<file path="config.mk">
export PLATFORM = sky130hd
export DESIGN_NAME = xlt_ctx_regs
export DESIGN_NICKNAME = d
export VERILOG_FILES = /design/src/rtl/ctx_pkg.sv /design/src/rtl/ctx_ctrl.sv /design/src/rtl/ctx_fault.sv /design/src/rtl/ctx_cfg_bank.sv /design/src/rtl/xlt_ctx_regs.sv
export SDC_FILE = /design/constraint.sdc
export NUM_CORES = 1
export LEC_CHECK = 0
export ABC_CLOCK_PERIOD_IN_PS = 3200
export CAP_MARGIN = 20
export CELL_PAD_IN_SITES_DETAIL_PLACEMENT = 1
export CELL_PAD_IN_SITES_GLOBAL_PLACEMENT = 1
export CORE_MARGIN = 2
export CORE_UTILIZATION = 48
export CTS_BUF_LIST = sky130_fd_sc_hd__clkbuf_4 sky130_fd_sc_hd__clkbuf_8
export CTS_CLUSTER_DIAMETER = 120
export DETAILED_ROUTE_END_ITERATION = 10
export DONT_BUFFER_PORTS = 1
export PLACE_DENSITY = 0.88
export SYNTH_ARGS = -nofsm -noshare
export SYNTH_HDL_FRONTEND = slang
export SYNTH_SLANG_ARGS = --single-unit
</file>
<file path="constraint.sdc">
create_clock -name clk -period 3.2 [get_ports clk]
set_input_delay 0.32 -clock clk [delete_from_list [all_inputs] [get_ports clk]]
set_output_delay 0.32 -clock clk [all_outputs]
set_load 0.05 [all_outputs]
</file>
<file path="src/rtl/ctx_pkg.sv">
package ctx_pkg;
  // word indices (byte offset / 4) inside the context window
  localparam logic [3:0] W_CTRL  = 4'd0;
  localparam logic [3:0] W_TCTL  = 4'd2;
  localparam logic [3:0] W_BUS   = 4'd3;
  localparam logic [3:0] W_TBLO  = 4'd4;
  localparam logic [3:0] W_TBHI  = 4'd5;
  localparam logic [3:0] W_STAT  = 4'd8;
  localparam logic [3:0] W_FADR  = 4'd9;
  localparam logic [3:0] W_ATTR0 = 4'd10;
  localparam logic [3:0] W_ATTR1 = 4'd11;

  // control word bit positions
  localparam int CB_EN    = 0;
  localparam int CB_FLUSH = 1;
  localparam int CB_INTEN = 2;
  localparam int CB_TLBEN = 3;
  localparam int CB_SWAF  = 16;
  localparam int CB_TLBX  = 17;

  // status word field positions
  localparam int SB_MHIT  = 4;
  localparam int SB_CODE  = 8;
  localparam int SB_LVL   = 12;

  localparam int NFLAG    = 4;
  localparam int CODE_W   = 3;
  localparam int LVL_W    = 2;
endpackage

</file>
<file path="src/rtl/ctx_ctrl.sv">
module ctx_ctrl
  import ctx_pkg::*;
#(
  parameter int DATA_W = 32
) (
  input  logic              clk,
  input  logic              rst,
  input  logic              wr_en,
  input  logic [DATA_W-1:0] wdata,
  input  logic              tlb_inv_done,
  output logic [DATA_W-1:0] ctrl_word,
  output logic              xlt_en,
  output logic              inten,
  output logic              tlb_inv_req
);
  localparam logic [DATA_W-1:0] KEEP_MASK =
    (DATA_W'(1) << CB_EN) | (DATA_W'(1) << CB_INTEN) | (DATA_W'(1) << CB_TLBEN) |
    (DATA_W'(1) << CB_SWAF) | (DATA_W'(1) << CB_TLBX);

  logic [DATA_W-1:0] cfg_q;
  logic              pend_q;
  logic              req_q;
  logic              start;

  assign start = wr_en & wdata[CB_FLUSH] & (~pend_q | tlb_inv_done);

  always_ff @(posedge clk) begin
    if (rst) begin
      cfg_q  <= '0;
      pend_q <= 1'b0;
      req_q  <= 1'b0;
    end else begin
      if (wr_en) cfg_q <= wdata & KEEP_MASK;
      if (start)             pend_q <= 1'b1;
      else if (tlb_inv_done) pend_q <= 1'b0;
      req_q <= start;
    end
  end

  assign ctrl_word   = cfg_q | (DATA_W'(pend_q) << CB_FLUSH);
  assign xlt_en      = cfg_q[CB_EN];
  assign inten       = cfg_q[CB_INTEN];
  assign tlb_inv_req = req_q;

  // request lasts a single cycle
  p_req_single_r4: assert property (@(posedge clk) disable iff (rst)
    tlb_inv_req |=> !tlb_inv_req);
  // a request is always accompanied by a pending flush
  p_req_pending_r4: assert property (@(posedge clk) disable iff (rst)
    tlb_inv_req |-> pend_q);
  // pending flush holds until completion
  p_pend_hold_r5: assert property (@(posedge clk) disable iff (rst)
    (pend_q && !tlb_inv_done) |=> pend_q);
  // completion without a new start ends the flush
  p_done_clear_r6: assert property (@(posedge clk) disable iff (rst)
    (tlb_inv_done && !(wr_en && wdata[CB_FLUSH])) |=> !pend_q);
endmodule

</file>
<file path="src/rtl/ctx_fault.sv">
module ctx_fault
  import ctx_pkg::*;
#(
  parameter int DATA_W = 32
) (
  input  logic              clk,
  input  logic              rst,
  input  logic              stat_wr,
  input  logic [DATA_W-1:0] wdata,
  input  logic              flt_valid,
  input  logic [NFLAG-1:0]  flt_flags,
  input  logic [CODE_W-1:0] flt_code,
  input  logic [LVL_W-1:0]  flt_level,
  input  logic [DATA_W-1:0] flt_addr,
  output logic [DATA_W-1:0] stat_word,
  output logic [DATA_W-1:0] fault_addr,
  output logic              any_err
);
  logic [NFLAG-1:0]  flags_q;
  logic [CODE_W-1:0] code_q;
  logic [LVL_W-1:0]  lvl_q;
  logic [DATA_W-1:0] addr_q;
  logic              clr;
  logic              hit;
  logic              fresh;

  assign clr   = stat_wr && (wdata == '0);
  assign hit   = flt_valid && (flt_flags != '0);
  assign fresh = (flags_q == '0) || clr;

  always_ff @(posedge clk) begin
    if (rst) begin
      flags_q <= '0;
      code_q  <= '0;
      lvl_q   <= '0;
      addr_q  <= '0;
    end else if (hit) begin
      if (fresh) begin
        flags_q <= flt_flags;
        code_q  <= flt_code;
        lvl_q   <= flt_level;
        addr_q  <= flt_addr;
      end else begin
        flags_q <= flags_q | flt_flags;
      end
    end else if (clr) begin
      flags_q <= '0;
      code_q  <= '0;
      lvl_q   <= '0;
      addr_q  <= '0;
    end
  end

  always_comb begin
    stat_word = '0;
    stat_word[2:0]                 = flags_q[2:0];
    stat_word[SB_MHIT]             = flags_q[3];
    stat_word[SB_CODE +: CODE_W]   = code_q;
    stat_word[SB_LVL +: LVL_W]     = lvl_q;
  end
  assign fault_addr = addr_q;
  assign any_err    = |flags_q;

  // merging a later fault keeps the captured address
  p_keep_addr_r8: assert property (@(posedge clk) disable iff (rst)
    (hit && (flags_q != '0) && !stat_wr) |=> $stable(addr_q));
  // a clearing write with no new fault empties the record
  p_clear_r9: assert property (@(posedge clk) disable iff (rst)
    (clr && !flt_valid) |=> (flags_q == '0 && addr_q == '0));
  // nonzero writes leave the flags alone
  p_nz_ignored_r9: assert property (@(posedge clk) disable iff (rst)
    (stat_wr && !clr && !flt_valid) |=> $stable(flags_q));
endmodule

</file>
<file path="src/rtl/ctx_cfg_bank.sv">
module ctx_cfg_bank
  import ctx_pkg::*;
#(
  parameter int DATA_W = 32,
  parameter int IDX_W  = 4
) (
  input  logic              clk,
  input  logic              rst,
  input  logic              wr_en,
  input  logic [IDX_W-1:0]  idx,
  input  logic [DATA_W-1:0] wdata,
  input  logic [IDX_W-1:0]  rd_idx,
  output logic [DATA_W-1:0] rd_data,
  output logic [2*DATA_W-1:0] tbl_base,
  output logic [DATA_W-1:0] tbl_ctl
);
  localparam int NCFG = 6;

  function automatic logic [IDX_W-1:0] slot_idx(input int k);
    case (k)
      0:       return IDX_W'(W_TCTL);
      1:       return IDX_W'(W_BUS);
      2:       return IDX_W'(W_TBLO);
      3:       return IDX_W'(W_TBHI);
      4:       return IDX_W'(W_ATTR0);
      default: return IDX_W'(W_ATTR1);
    endcase
  endfunction

  logic [DATA_W-1:0] cfg_q [NCFG];

  for (genvar k = 0; k < NCFG; k++) begin : g_slot
    always_ff @(posedge clk) begin
      if (rst)                                cfg_q[k] <= '0;
      else if (wr_en && idx == slot_idx(k))   cfg_q[k] <= wdata;
    end
  end

  always_comb begin
    rd_data = '0;
    for (int k = 0; k < NCFG; k++)
      if (rd_idx == slot_idx(k)) rd_data = cfg_q[k];
  end

  assign tbl_base = {cfg_q[3], cfg_q[2]};
  assign tbl_ctl  = cfg_q[0];

  // a write to the table control word is visible on the next cycle
  p_tctl_write_r2: assert property (@(posedge clk) disable iff (rst)
    (wr_en && idx == IDX_W'(W_TCTL)) |=> (tbl_ctl == $past(wdata)));
endmodule

</file>
<file path="src/rtl/xlt_ctx_regs.sv">
module xlt_ctx_regs
  import ctx_pkg::*;
#(
  parameter int ADDR_W = 6,
  parameter int DATA_W = 32
) (
  input  logic                clk,
  input  logic                rst,
  input  logic                wr_en,
  input  logic                rd_en,
  input  logic [ADDR_W-1:0]   addr,
  input  logic [DATA_W-1:0]   wdata,
  output logic [DATA_W-1:0]   rdata,
  input  logic                flt_valid,
  input  logic [NFLAG-1:0]    flt_flags,
  input  logic [CODE_W-1:0]   flt_code,
  input  logic [LVL_W-1:0]    flt_level,
  input  logic [DATA_W-1:0]   flt_addr,
  input  logic                tlb_inv_done,
  output logic                tlb_inv_req,
  output logic                xlt_en,
  output logic                irq,
  output logic [2*DATA_W-1:0] tbl_base,
  output logic [DATA_W-1:0]   tbl_ctl
);
  localparam int IDX_W = ADDR_W - 2;

  logic [IDX_W-1:0]  idx;
  logic [DATA_W-1:0] ctrl_word, stat_word, fault_addr, cfg_rd, rd_mux, rdata_q;
  logic              inten, any_err, ctrl_wr, stat_wr;

  assign idx     = addr[ADDR_W-1:2];
  assign ctrl_wr = wr_en && idx == IDX_W'(W_CTRL);
  assign stat_wr = wr_en && idx == IDX_W'(W_STAT);

  ctx_ctrl #(.DATA_W(DATA_W)) u_ctrl (
    .clk(clk), .rst(rst), .wr_en(ctrl_wr), .wdata(wdata),
    .tlb_inv_done(tlb_inv_done), .ctrl_word(ctrl_word), .xlt_en(xlt_en),
    .inten(inten), .tlb_inv_req(tlb_inv_req)
  );

  ctx_fault #(.DATA_W(DATA_W)) u_fault (
    .clk(clk), .rst(rst), .stat_wr(stat_wr), .wdata(wdata),
    .flt_valid(flt_valid), .flt_flags(flt_flags), .flt_code(flt_code),
    .flt_level(flt_level), .flt_addr(flt_addr), .stat_word(stat_word),
    .fault_addr(fault_addr), .any_err(any_err)
  );

  ctx_cfg_bank #(.DATA_W(DATA_W), .IDX_W(IDX_W)) u_cfg (
    .clk(clk), .rst(rst), .wr_en(wr_en), .idx(idx), .wdata(wdata),
    .rd_idx(idx), .rd_data(cfg_rd), .tbl_base(tbl_base), .tbl_ctl(tbl_ctl)
  );

  always_comb begin
    if      (idx == IDX_W'(W_CTRL)) rd_mux = ctrl_word;
    else if (idx == IDX_W'(W_STAT)) rd_mux = stat_word;
    else if (idx == IDX_W'(W_FADR)) rd_mux = fault_addr;
    else                            rd_mux = cfg_rd;
  end

  always_ff @(posedge clk) begin
    if (rst)        rdata_q <= '0;
    else if (rd_en) rdata_q <= rd_mux;
  end
  assign rdata = rdata_q;

  assign irq = inten & any_err;

  // a clearing status write with no fault drops the interrupt
  p_irq_clear_r10: assert property (@(posedge clk) disable iff (rst)
    (stat_wr && wdata == '0 && !flt_valid) |=> !irq);
  // writing the control word as zero disables translation
  p_disable_r3: assert property (@(posedge clk) disable iff (rst)
    (ctrl_wr && wdata == '0) |=> !xlt_en);
endmodule

</file>
# ---- Word level (Yosys, flattened, before mapping)
# Memories as Yosys holds them, arrays and structs flattened.
# Cells that the tools add are included.
dict set report totals {
  in_bits 85
  out_inout_bits 131
  mem_bits_rw 192
  memories 1
  regBits 80
  wordCells 99
}
# name words width rd rd_ports_with_merged_regs write_ports line
set mem_list {}
lappend mem_list {u_cfg.cfg_q 6 32 6 0 6 ctx_cfg_bank.sv:30} ;# logic [DATA_W-1:0] cfg_q [NCFG];
dict set report op_classes {
  n_eq_ne 9
  n_bitwise 13
  mux 49
  reduce_logical 19
}
# cell n
set ops {}
lappend ops {{$mux 32} 18}
lappend ops {{$logic_not 32->1} 1}
lappend ops {{$mux 1} 22}
lappend ops {{$or 18x2->18} 1}
lappend ops {{$eq 4x4->1 const B} 4}
lappend ops {{$mux 4} 3}
lappend ops {{$logic_and 1x1->1} 10}
lappend ops {{$mux 3} 3}
lappend ops {{$eq 4x2->1 const B} 2}
lappend ops {{$eq 4x3->1 const B} 2}
lappend ops {{$logic_not 4->1} 2}
lappend ops {{$or 1x1->1} 7}
lappend ops {{$mux 2} 3}
lappend ops {{$or 4x4->4} 1}
lappend ops {{$reduce_bool 2->1} 2}
lappend ops {{$reduce_bool 4->1} 1}
lappend ops {{$reduce_or 4->1} 1}
lappend ops {{$and 1x1->1} 3}
lappend ops {{$ne 2x2->1 const B} 1}
lappend ops {{$reduce_and 2->1} 1}
lappend ops {{$logic_or 1x1->1} 1}
lappend ops {{$not 1->1} 1}

# ---- Longest topological paths before layout
# Gate-level depths: netlist of run 1.
dict set report depth {
  ltp_word 10
  depth_mapped 7
  ltp_nobuf 5
}

# ---- Cells and area by module
# Synthesis of run 1 repeated with hierarchy kept, for this count alone.
dict set report hier_totals {
  cells_unflattened 1273
  area_unflattened_um2 14416.3
}
# module instances seq_area_each_um2 area_per_inst_um2 cells_per_inst
set by_module_without_submodules {}
lappend by_module_without_submodules {ctx_cfg_bank 1 5765.5 9115.0 713}
lappend by_module_without_submodules {xlt_ctx_regs 1 640.6 2661.3 291}
lappend by_module_without_submodules {ctx_fault 1 820.8 2168.3 217}
lappend by_module_without_submodules {ctx_ctrl 1 140.1 471.7 52}

# ---- Worst setup path after synthesis of run 1
# OpenSTA, ideal clock, no wires.
dict set report synth_path {
  kind {input -> register}
  startpoint {input port wr_en}
  endpoint {memory u_cfg.cfg_q[0][0], enable pin}
  t_arrival_ns 2.202
  stages 3
  setup_ns 0.428
  n_path_buf 1
  t_required_ns 2.772
  slack_ns 0.569
  path_cell_list {clkbuf_1 > nand2_1 > o21bai_1}
}
# element line
set synth_lines {}
lappend synth_lines {{from (decl)} xlt_ctx_regs.sv:9} ;# input logic wr_en,
lappend synth_lines {{to (decl)} ctx_cfg_bank.sv:30}

# ---- Worst setup path after layout of run 1
dict set report layout_path {
  startpoint {input port wdata[5]}
  endpoint {register u_fault.addr_q[11], in the netlist u_fault.fault_addr[11]}
}
dict set report layout_between {
  elab_chain_cells 5
  word_cells_on_any_way 6
  classes_between {1 x eq/ne; 5 x reduce/logical}
}
# element line
set layout_rtl {}
lappend layout_rtl {{from (decl)} xlt_ctx_regs.sv:12} ;# input logic [DATA_W-1:0] wdata,
lappend layout_rtl {{$logic_not 32->1 *} ctx_fault.sv:27} ;# assign clr = stat_wr && (wdata == '0);
lappend layout_rtl {{$logic_and 1x1->1 *} ctx_fault.sv:27}
lappend layout_rtl {{$logic_or 1x1->1} ctx_fault.sv:29} ;# assign fresh = (flags_q == '0) || clr;
lappend layout_rtl {{$ne 2x2->1 (no source line)} --}
lappend layout_rtl {{$reduce_and 2->1 (no source line) *} --}
lappend layout_rtl {{to (signal assigned)} ctx_fault.sv:42} ;# addr_q <= flt_addr;
lappend layout_rtl {{to (decl)} ctx_fault.sv:22} ;# logic [DATA_W-1:0] addr_q;
# Every way passes the cells marked *; elsewhere a longest branch is shown, timed or not.
# A chain may end at the register's enable or synchronous reset.

==> results.md, run 1 <==
- The run finished with clean final reports.
- At the pin with the least slew margin, the transition time is about 1.1 ns.
- Averaged over all synthesized cells, the footprint is around 11 um^2.
- The part of the total power dissipated in combinational logic is roughly 7.5%.
- For this design the total switching power over the nets is roughly 2.4 mW.
- Data on the critical path arrives at its endpoint at 2.53 ns.
- Of the total power, the share spent switching nets is 28.64%.
- By area the synthesized netlist is led by sky130_fd_sc_hd__edfxtp_1, sky130_fd_sc_hd__dfxtp_1, sky130_fd_sc_hd__and2_1.
- The power density of the placed cells is just under 600 nW/um^2.
- The peak fanout along the critical path is 24.
- After routing, the total negative slack on setup checks comes to 0 ns.
- The worst setup path is captured at a register.
- The share of synthesized flip-flops with an asynchronous set or reset is 0%.
- The initial utilization of the core area, before any placement, comes to 48.90%.
- At the end of routability-driven placement, the weighted congestion stood at ~0.93.
- The CTS tree is done.
- Headroom to the max-slew limit came out at 26.51%.
- The DRC violation total after the first TritonRoute iteration is 1,087.
- The remaining antenna violation count after routing is 0.
- The stage delay of the slowest cell on the critical path is just over 0.6 ns.
- Summing all placed instances gives a cell area of about 13,000 um^2.
- The tightest min-delay check is of the primary input to register type.
- The worst setup margin is 1.110 ns.
- Sorting the synthesized cells by how often they occur yields sky130_fd_sc_hd__and2_1, sky130_fd_sc_hd__edfxtp_1, sky130_fd_sc_hd__nand2_1, sky130_fd_sc_hd__dfxtp_1, sky130_fd_sc_hd__o21ai_0.
- The number of different library cells in the post-synthesis netlist is 47.
- In this run the vertical extent of the chip is 166.9 um.
- The tree is rooted in a sky130_fd_sc_hd__clkbuf_8.
- For this run, the top clock speed supported by timing is roughly 480 MHz.
- The TritonCTS buffer count is between 40 and 50.
- The total number of yosys warnings is 0.
- The post-synthesis instance area is roughly 13,000 um^2.
- Counting flops and latches in the post-synthesis netlist gives approximately 270.
- The startpoint identified for the worst register-to-register timing path is u_fault.flags_q[0].
- The kind of critical path is primary input to register.
- The area of the die is roughly 28,000 um^2.
- Global routing finished with a remaining overflow of 0.
- The compound-gate portion of the synthesized area is 12.22%.
- The final wirelength is roughly 46,000 um.
- Of the total synthesized cell area, the portion taken by XOR and XNOR cells is 0%.
- The worst-case setup slack after placement is between 0.6 and 0.7 ns.
- The end of the worst register-to-register path is u_fault.fault_addr[11].
- The signal on the critical path passes through nor4_1 > nand4_1 > nor4_4 > nor2_4 > buf_4 > mux2i_1.
- Across the run, the number of max-cap violations was 0.
- The clock net in this run drives a total of between 200 and 300 sinks.
- The area inside the core boundary is 26,060 um^2.
- On the critical path, the stage with the largest delay is an instance of sky130_fd_sc_hd__nor4_1.
- The post-route total power is approximately 8.4 mW.
- The portion of the clock cycle consumed by the worst path in the final layout is 65.32%.
- The maximum count of clock buffers along a single path is 3.
- The leading area contributor after synthesis is sky130_fd_sc_hd__edfxtp_1.
- The startpoint of the tightest hold check path is rst.
- Setup repair after global routing left no endpoint under its margin.
- The number of antenna violations at the first check in global routing is 5.
- The multiplexer area fraction after synthesis is 4.507%.
- The first global-routing pass estimated slightly below 70,000 um of wire.
- Subtracting the final worst setup slack from the clock period gives about 2.1 ns.
- After floorplanning, the core was divided into a little under 60 placement rows.
- After synthesis, the largest family of logic cells by area is simple AND/OR/NAND/NOR gates.
- The most critical setup path has its startpoint at wdata[5].
- In this run, synthesis inferred roughly 190 flip-flops with an integrated enable.
- The clock-pin slew of the registers on the worst-case setup and hold paths is 0.06 ns.
- After synthesis, the largest area contributor takes up 45.24% of total cell area.
- The layout cell share with drive strength beyond 1 is a little over a tenth.
- The share of total power in the clock network is about two fifths.
- The post-synthesis simple-gate area fraction is between 20% and 30%.
- The number of fill cells in the layout is 2,762.
- The cell depth of the worst hold path is 3.
- The layout-stage area growth over the synthesis result is 14.59%.
- The DRC violation count after routing is 0.
- Dividing the detail-routed wire length by the instance count gives just under 30 um.
- The maximum vdd ir drop is around 0.00033 V.
- For hold timing, the worst endpoint is u_fault.fault_addr[26].
- Across every metal layer, demand over resource in global routing totals between 30% and 40%.
- After routing the design area is approximately 15,000 um^2.
- The die is ~170 um wide.
- The number of hold violations in the final report came to 0.
- STA classifies the critical path startpoint as a primary input.
- The register-to-register setup slack is between 1 and 1.5 ns.
- Synthesis produced around 1,200 cells.
- Setup violations remaining at the end of the flow were counted as 0.
- The number of global-route vias before repair was a little over 10,000.
- Yosys instantiated no cell more often than sky130_fd_sc_hd__and2_1.
- The share of power burned in registers is between 50 and 60%.
- The count of pins over their slew limit came to 0.
- The post-detailed-route via-to-cell ratio is 6.360.
- The worst path required time is 3.64 ns.
- The number of cells on the worst reg-to-reg path is 6.
- The layout net count is between 1,000 and 1,500.
- For the worst-skew pair, the clock arrives at the later sink with an insertion delay of approximately 0.60 ns.
- The routed via count is between 10,000 and 15,000.
- The internal power is 6.014 mW.
- The H-tree was split into 2 levels.
- The standby leakage power is about 5.5 nW.
- Entering global routing, the biggest net connects 78 pins.
- Sequential cells were found to cover between 50 and 60% of the synthesized design area.
- The leading register cell type out of synthesis is sky130_fd_sc_hd__edfxtp_1.
- The post-cts resize count is 0.
- Synthesis produced a netlist with a net count of 1,256.
- The count of buffers from port buffering is 0.
- The sequential cell area is around 7400 um^2.
- The area taken by multi-input logic gates is about 4800 um^2.
- The synthesized-area fraction occupied by adder cells is 0%.
- The total half-perimeter wirelength after legalization and detailed placement is ~27,000 um.
- Across the routed clock network, the largest skew measured is a little over 0.04 ns.
- Before antenna repair, the detailed router went through 8 iterations.
- The number of I/O pins is between 200 and 250.
critical path, delay by kind of cell:
family / cells / cell delay (ns)
multiplexers: 1 / 0.15
buffers and inverters: 1 / 0.31
AND/OR/NAND/NOR: 4 / 1.74
power by group through the flow:
stage	clock [mW]	sequential [mW]	combinational (mW)
final	3.35	4.45	0.631
after CTS	3.30	4.43	0.606
after floorplan	0	4.35	0.497
after global routing	3.50	4.46	0.668
after detailed placement	0	4.50	0.469
after global placement	0	4.49	0.445
placed cells by master, fill, tap and decap left out, types with 8 or more instances in the layout:
| master | count |
|---|---|
| sky130_fd_sc_hd__buf_4 | 26 |
| sky130_fd_sc_hd__mux2_2 | 11 |
| sky130_fd_sc_hd__dfxtp_1 | 80 |
| sky130_fd_sc_hd__a21oi_1 | 26 |
| sky130_fd_sc_hd__inv_1 | 17 |
| sky130_fd_sc_hd__nand3_1 | 9 |
| sky130_fd_sc_hd__nor2_1 | 43 |
| sky130_fd_sc_hd__a211oi_1 | 20 |
| sky130_fd_sc_hd__dlygate4sd3_1 | 76 |
| sky130_fd_sc_hd__nor2b_1 | 8 |
| sky130_fd_sc_hd__a22oi_1 | 37 |
| sky130_fd_sc_hd__mux2i_1 | 45 |
| sky130_fd_sc_hd__clkinv_1 | 9 |
| sky130_fd_sc_hd__o221ai_1 | 23 |
| sky130_fd_sc_hd__nand2b_1 | 65 |
| sky130_fd_sc_hd__nor4_1 | 8 |
| sky130_fd_sc_hd__clkbuf_8 | 52 |
| sky130_fd_sc_hd__a21o_1 | 22 |
| sky130_fd_sc_hd__clkbuf_4 | 19 |
| sky130_fd_sc_hd__edfxtp_1 | 192 |
| sky130_fd_sc_hd__o21ai_0 | 80 |
| sky130_fd_sc_hd__and2_1 | 194 |
| sky130_fd_sc_hd__nand2_1 | 127 |
area by class of cell:
cell class	count	share of cell area [%]
repair buffers	105	6.949
clock inverters	17	0.7797
well taps	335	2.870
multi-input cells	766	32.57
inverters	17	0.4370
diodes	4	0.06855
clock buffers	71	5.878
flip-flops and latches	272	50.45
worst max-delay path by stage:
stage / end
3_3_place_gp: rdata[25]
2_1_floorplan: u_cfg.cfg_q[0][0]
5_1_grt: u_fault.fault_addr[3]
4_1_cts: u_fault.fault_addr[14]
3_5_place_dp: u_fault.fault_addr[14]
6_report: u_fault.fault_addr[11]
routing by layer:
metal | GRT usage (%) | vias to the layer above | part of all wire, %
met1 | 42.00 | 5001 | 38
met4 | 14.02 | 0 | 4.7
met5 | 0 | - | 0
met3 | 10.46 | 157 | 12
met2 | 50.06 | 729 | 45
li1 | - | 4207 | -
timing repair:
item | CTS | global route
endpoints found under the hold margin | 269 | 0
setup buffers | 0 | 0
hold buffers | 77 | 0
state kept, by name, indices dropped and copies added, names as in the netlist:
signal	count
rdata	32
u_fault.fault_addr	32
u_ctrl.tlb_inv_req	1
u_fault.code_q	3
u_ctrl.cfg_q	5
u_cfg.cfg_q	192
u_fault.lvl_q	2
u_ctrl.pend_q	1
u_fault.flags_q	4
through the flow:
step                utilization, %  hold slack (ns)  instances
finish                       56.04          0.01236       1587
global route                 56.02          0.02937       1585
global placement             49.20           0.3999       1417
CTS                          56.00        0.0002945       1583
floorplan                        -           0.4487       1171
detailed placement           49.24           0.4012       1418
cell families after synthesis:
kind of cell | Yosys count
flops | 272
mux | 56
buf+inv | 133
compound gates | 236
simple gates | 474
No activity file was read; power rests on OpenSTA's default activity.
==> run 2, diff against run 1 <==
- ABC_CLOCK_PERIOD_IN_PS: 3200 -> 2100
- clock period: 3.2 -> 2.1 ns (I/O delays scaled with it)
==> run 2 against run 1 <==
Combinational power rose by 130%. Register-to-register slack got worse by 1.1 ns. Global-route usage rose by 4.0 points. Critical path type is now register to register.
==> results.md, run 2 (same netlist as run 1, synthesis figures left out) <==
- The standby leakage power is 5.968 nW (was 5.483 nW).
- The sequential cell area is 7367 um^2 (unchanged).
- The final wirelength is 51,340 um (was 46,130 um).
- The register with the most flip-flops is u_cfg.cfg_q (unchanged).
- The routed via count is 10,910 (was 10,090).
- The maximum vdd ir drop came to 0.0005261 V (was 0.0003279 V).
- The largest net degree at the start of global routing is 83 (was 78).
- The area taken by multi-input logic gates came to 4778 um^2 (was 4756 um^2).
- The clock latency reported for the late side of the worst-skew pair is 0.57 ns (was 0.60 ns).
- Run status: completed (unchanged).
- The remaining antenna violation count after routing is 0 (unchanged).
- The post-detailed-route via-to-cell ratio came to 6.520 (was 6.360).
- The layout-stage area growth over the synthesis result is 21.01% (was 14.59%).
- The power density of the placed cells was 851.4 nW/um^2 (was 577.1 nW/um^2).
- The CTS tree is done (unchanged).
- The worst path required time is 2.54 ns (was 3.64 ns).
- Counting I/O delays and the setup requirement, the final critical path takes between 2 and 2.5 ns.
- The most frequent standard cell in the layout excluding fill and tap cells is sky130_fd_sc_hd__and2_1 (unchanged).
- The number of hold violations in the final report is 0 (unchanged).
- The area inside the core boundary is 26,060 um^2 (unchanged).
- The kind of cell with the highest combined delay on the critical path is compound AO/OA/AOI/OAI gates (was simple AND/OR/NAND/NOR gates).
- The kind of start point of the critical path was a register (was primary input).
- The buffer type at the clock tree root is sky130_fd_sc_hd__clkbuf_8 (unchanged).
- The stage delay of the slowest cell on the critical path is 0.57 ns (was 0.61 ns).
- The number of flip-flops under the largest register name is 192 (unchanged).
- Highest-count cells in the layout ignoring fill and taps: sky130_fd_sc_hd__and2_1, sky130_fd_sc_hd__edfxtp_1, sky130_fd_sc_hd__nand2_1 (unchanged).
- The initial standard-cell utilization of the core came to 48.90% (unchanged).
- The number of I/O pins is 216 (unchanged).
- The number of placement rows is 59 (unchanged).
- The slowest cell on the critical path is sky130_fd_sc_hd__dlygate4sd3_1 (was sky130_fd_sc_hd__nor4_1).
- The area of all placed cells without fillers is 15,420 um^2 (was 14,600 um^2).
- The DRC violation total after the first TritonRoute iteration is 1,586 (was 1,087).
- The clock-pin slew of the registers on the worst-case setup and hold paths is 0.06 ns (about the same).
- The placed cell count came to 1,498 (was 1,418).
- The worst setup margin was 0.06676 ns (was 1.110 ns).
- RSZ-0062 raised after global routing: false (unchanged).
- The sum of buffers and inverters on the critical path came to 1 (unchanged).
- The detailed-route wire length per cell came to 30.67 um (was 29.07 um).
- The TritonCTS buffer count is 47 (was 48).
- The kind of capture point of the worst setup path is a register (unchanged).
- The maximum count of clock buffers along a single path is 3 (unchanged).
- The final weighted congestion of routability-driven global placement is 0.9318 (unchanged).
- The number of fill cells in the layout was 2,721 (was 2,762).
- The number of antenna violations at the first check in global routing was 5 (unchanged).
- The area of the die came to 27,870 um^2 (unchanged).
- The final total negative setup slack is 0 ns (unchanged).
- The data arrival time of the critical path is 2.48 ns (was 2.53 ns).
- The vertical extent of the die is 166.9 um (unchanged).
- The number of detailed-routing iterations run before antenna repair is 6 (was 8).
- The kind of critical path is register to register (was primary input to register).
- The post-route total power is 13.13 mW (was 8.427 mW).
- The width of the die was 166.9 um (unchanged).
- The DRC violation count after routing was 0 (unchanged).
- The number of H-tree branching levels is 2 (unchanged).
- The total global-route track usage is 36.40% (was 32.41%).
- The measured slew at the worst slew-check pin is 0.8569 ns (was 1.102 ns).
- The headroom to the max-slew limit came to 42.66% (was 26.51%).
- The worst clock skew is 0.01587 ns (was 0.04098 ns).
- The instance area after placement is 13,500 um^2 (was 12,830 um^2).
- The path type of the worst min-delay path was primary input to register (unchanged).
- The residual overflow from global routing is 0 (unchanged).
- The final standard cell count with taps included and fillers excluded is 1,674 (was 1,587).
- The first-pass GRT wire length came to 76,200 um (was 68,100 um).
- The layout net count is 1,387 (was 1,295).
- The maximum frequency from static timing analysis is between 400 and 500 MHz.
- After layout, the worst path uses between 90% and 100% of the clock period.
- The count of pins over their slew limit is 0 (unchanged).
- The number of sinks driven by the clock tree is 272 (unchanged).
- Cell-by-cell listing of the critical path: mux2_2 > o21ai_0 > a22oi_1 > o21ai_1 > a21oi_1 > dlygate4sd3_1 (was nor4_1 > nand4_1 > nor4_4 > nor2_4 > buf_4 > mux2i_1).
- The layout cell share with drive strength beyond 1 is 16.64% (was 10.90%).
- The total half-perimeter wirelength after legalization and detailed placement came to 29,310 um (was 27,190 um).
- The peak fanout along the critical path is 2 (was 24).
- The number of global-route vias before repair is 11,330 (was 10,300).
- The final number of setup-violating endpoints came to 0 (unchanged).
- The count of buffers from port buffering is 0 (unchanged).
- The worst-case setup slack after placement is 0.1031 ns (was 0.6919 ns).
- The number of max-cap violations is 0 (unchanged).
[run 2: changes by cell type in the layout (fill, tap and decap cells not counted), sizes merged]
cell,change
buf,+80
dlygate4sd3,+12
clkinv,-10
clkbuf,+6
inv,-2
clkinvlp,-1
diode,+1
dlymetal6s4s,+1
[run 2: path summary, 6_finish.rpt]
kind | startpoint | to | slack (ns) | cells past startpoint
setup / recovery | u_cfg.cfg_q[0][9] | rdata[9] | 0.07 | 6
hold / removal | addr[5] | rdata[28] | 0.03 | 3
setup reg to reg | u_cfg.cfg_q[0][9] | rdata[9] | 0.07 | 6
hold reg to reg | u_fault.fault_addr[0] | u_fault.fault_addr[0] | 0.48 | 2
[run 2: worst reg2reg max path, stage by stage, from the launching register on]
cell and delay, ns:
sky130_fd_sc_hd__edfxtp_1 0.43, sky130_fd_sc_hd__mux2_2 0.29, sky130_fd_sc_hd__o21ai_0 0.18, sky130_fd_sc_hd__a22oi_1 0.21, sky130_fd_sc_hd__o21ai_1 0.17, sky130_fd_sc_hd__a21oi_1 0.08
sky130_fd_sc_hd__dlygate4sd3_1 0.57
[run 2: through the flow]
| step | utilization (%) | hold WS (ns) |
|---|---|---|
| 2_1_floorplan | - | 0.3488 |
| 3_3_place_gp | 51.77 | 0.2940 |
| 3_5_place_dp | 51.81 | 0.2960 |
| 4_1_cts | 59.13 | 0.003433 |
| 5_1_grt | 59.16 | 0.01030 |
| 6_report | 59.18 | 0.03351 |
[run 2: what timing repair did]
item | 4_1_cts | 5_1_grt
resized for setup | 0 | 5
setup buffers | 0 | 0
endpoints found under the hold margin | 275 | 0
hold buffers | 92 | 0
setup endpoints to repair | 0 | 3
[run 2: layer usage]
metal,GRT usage (%),vias up,share of wire [%]
li1,-,4389,-
met1,47.45,5346,37
met2,56.38,941,45
met3,9.529,238,12
met4,18.22,0,6.0
met5,0,-,0
[run 2: power breakdown]
part | internal (mW) | total (mW) | switching (mW)
logic | 0.499 | 1.46 | 0.965
clock network | 2.89 | 5.15 | 2.26
registers | 6.04 | 6.51 | 0.476
[run 2: final cells by class]
| type | instances | area share [%] |
|---|---|---|
| timing repair buffer | 198 | 11.74 |
| multi-input combinational | 766 | 30.99 |
| clock buffer | 77 | 6.020 |
| antenna | 5 | 0.08114 |
| inverter | 17 | 0.4138 |
| sequential | 272 | 47.77 |
| tap | 335 | 2.718 |
| clock inverter | 4 | 0.2677 |
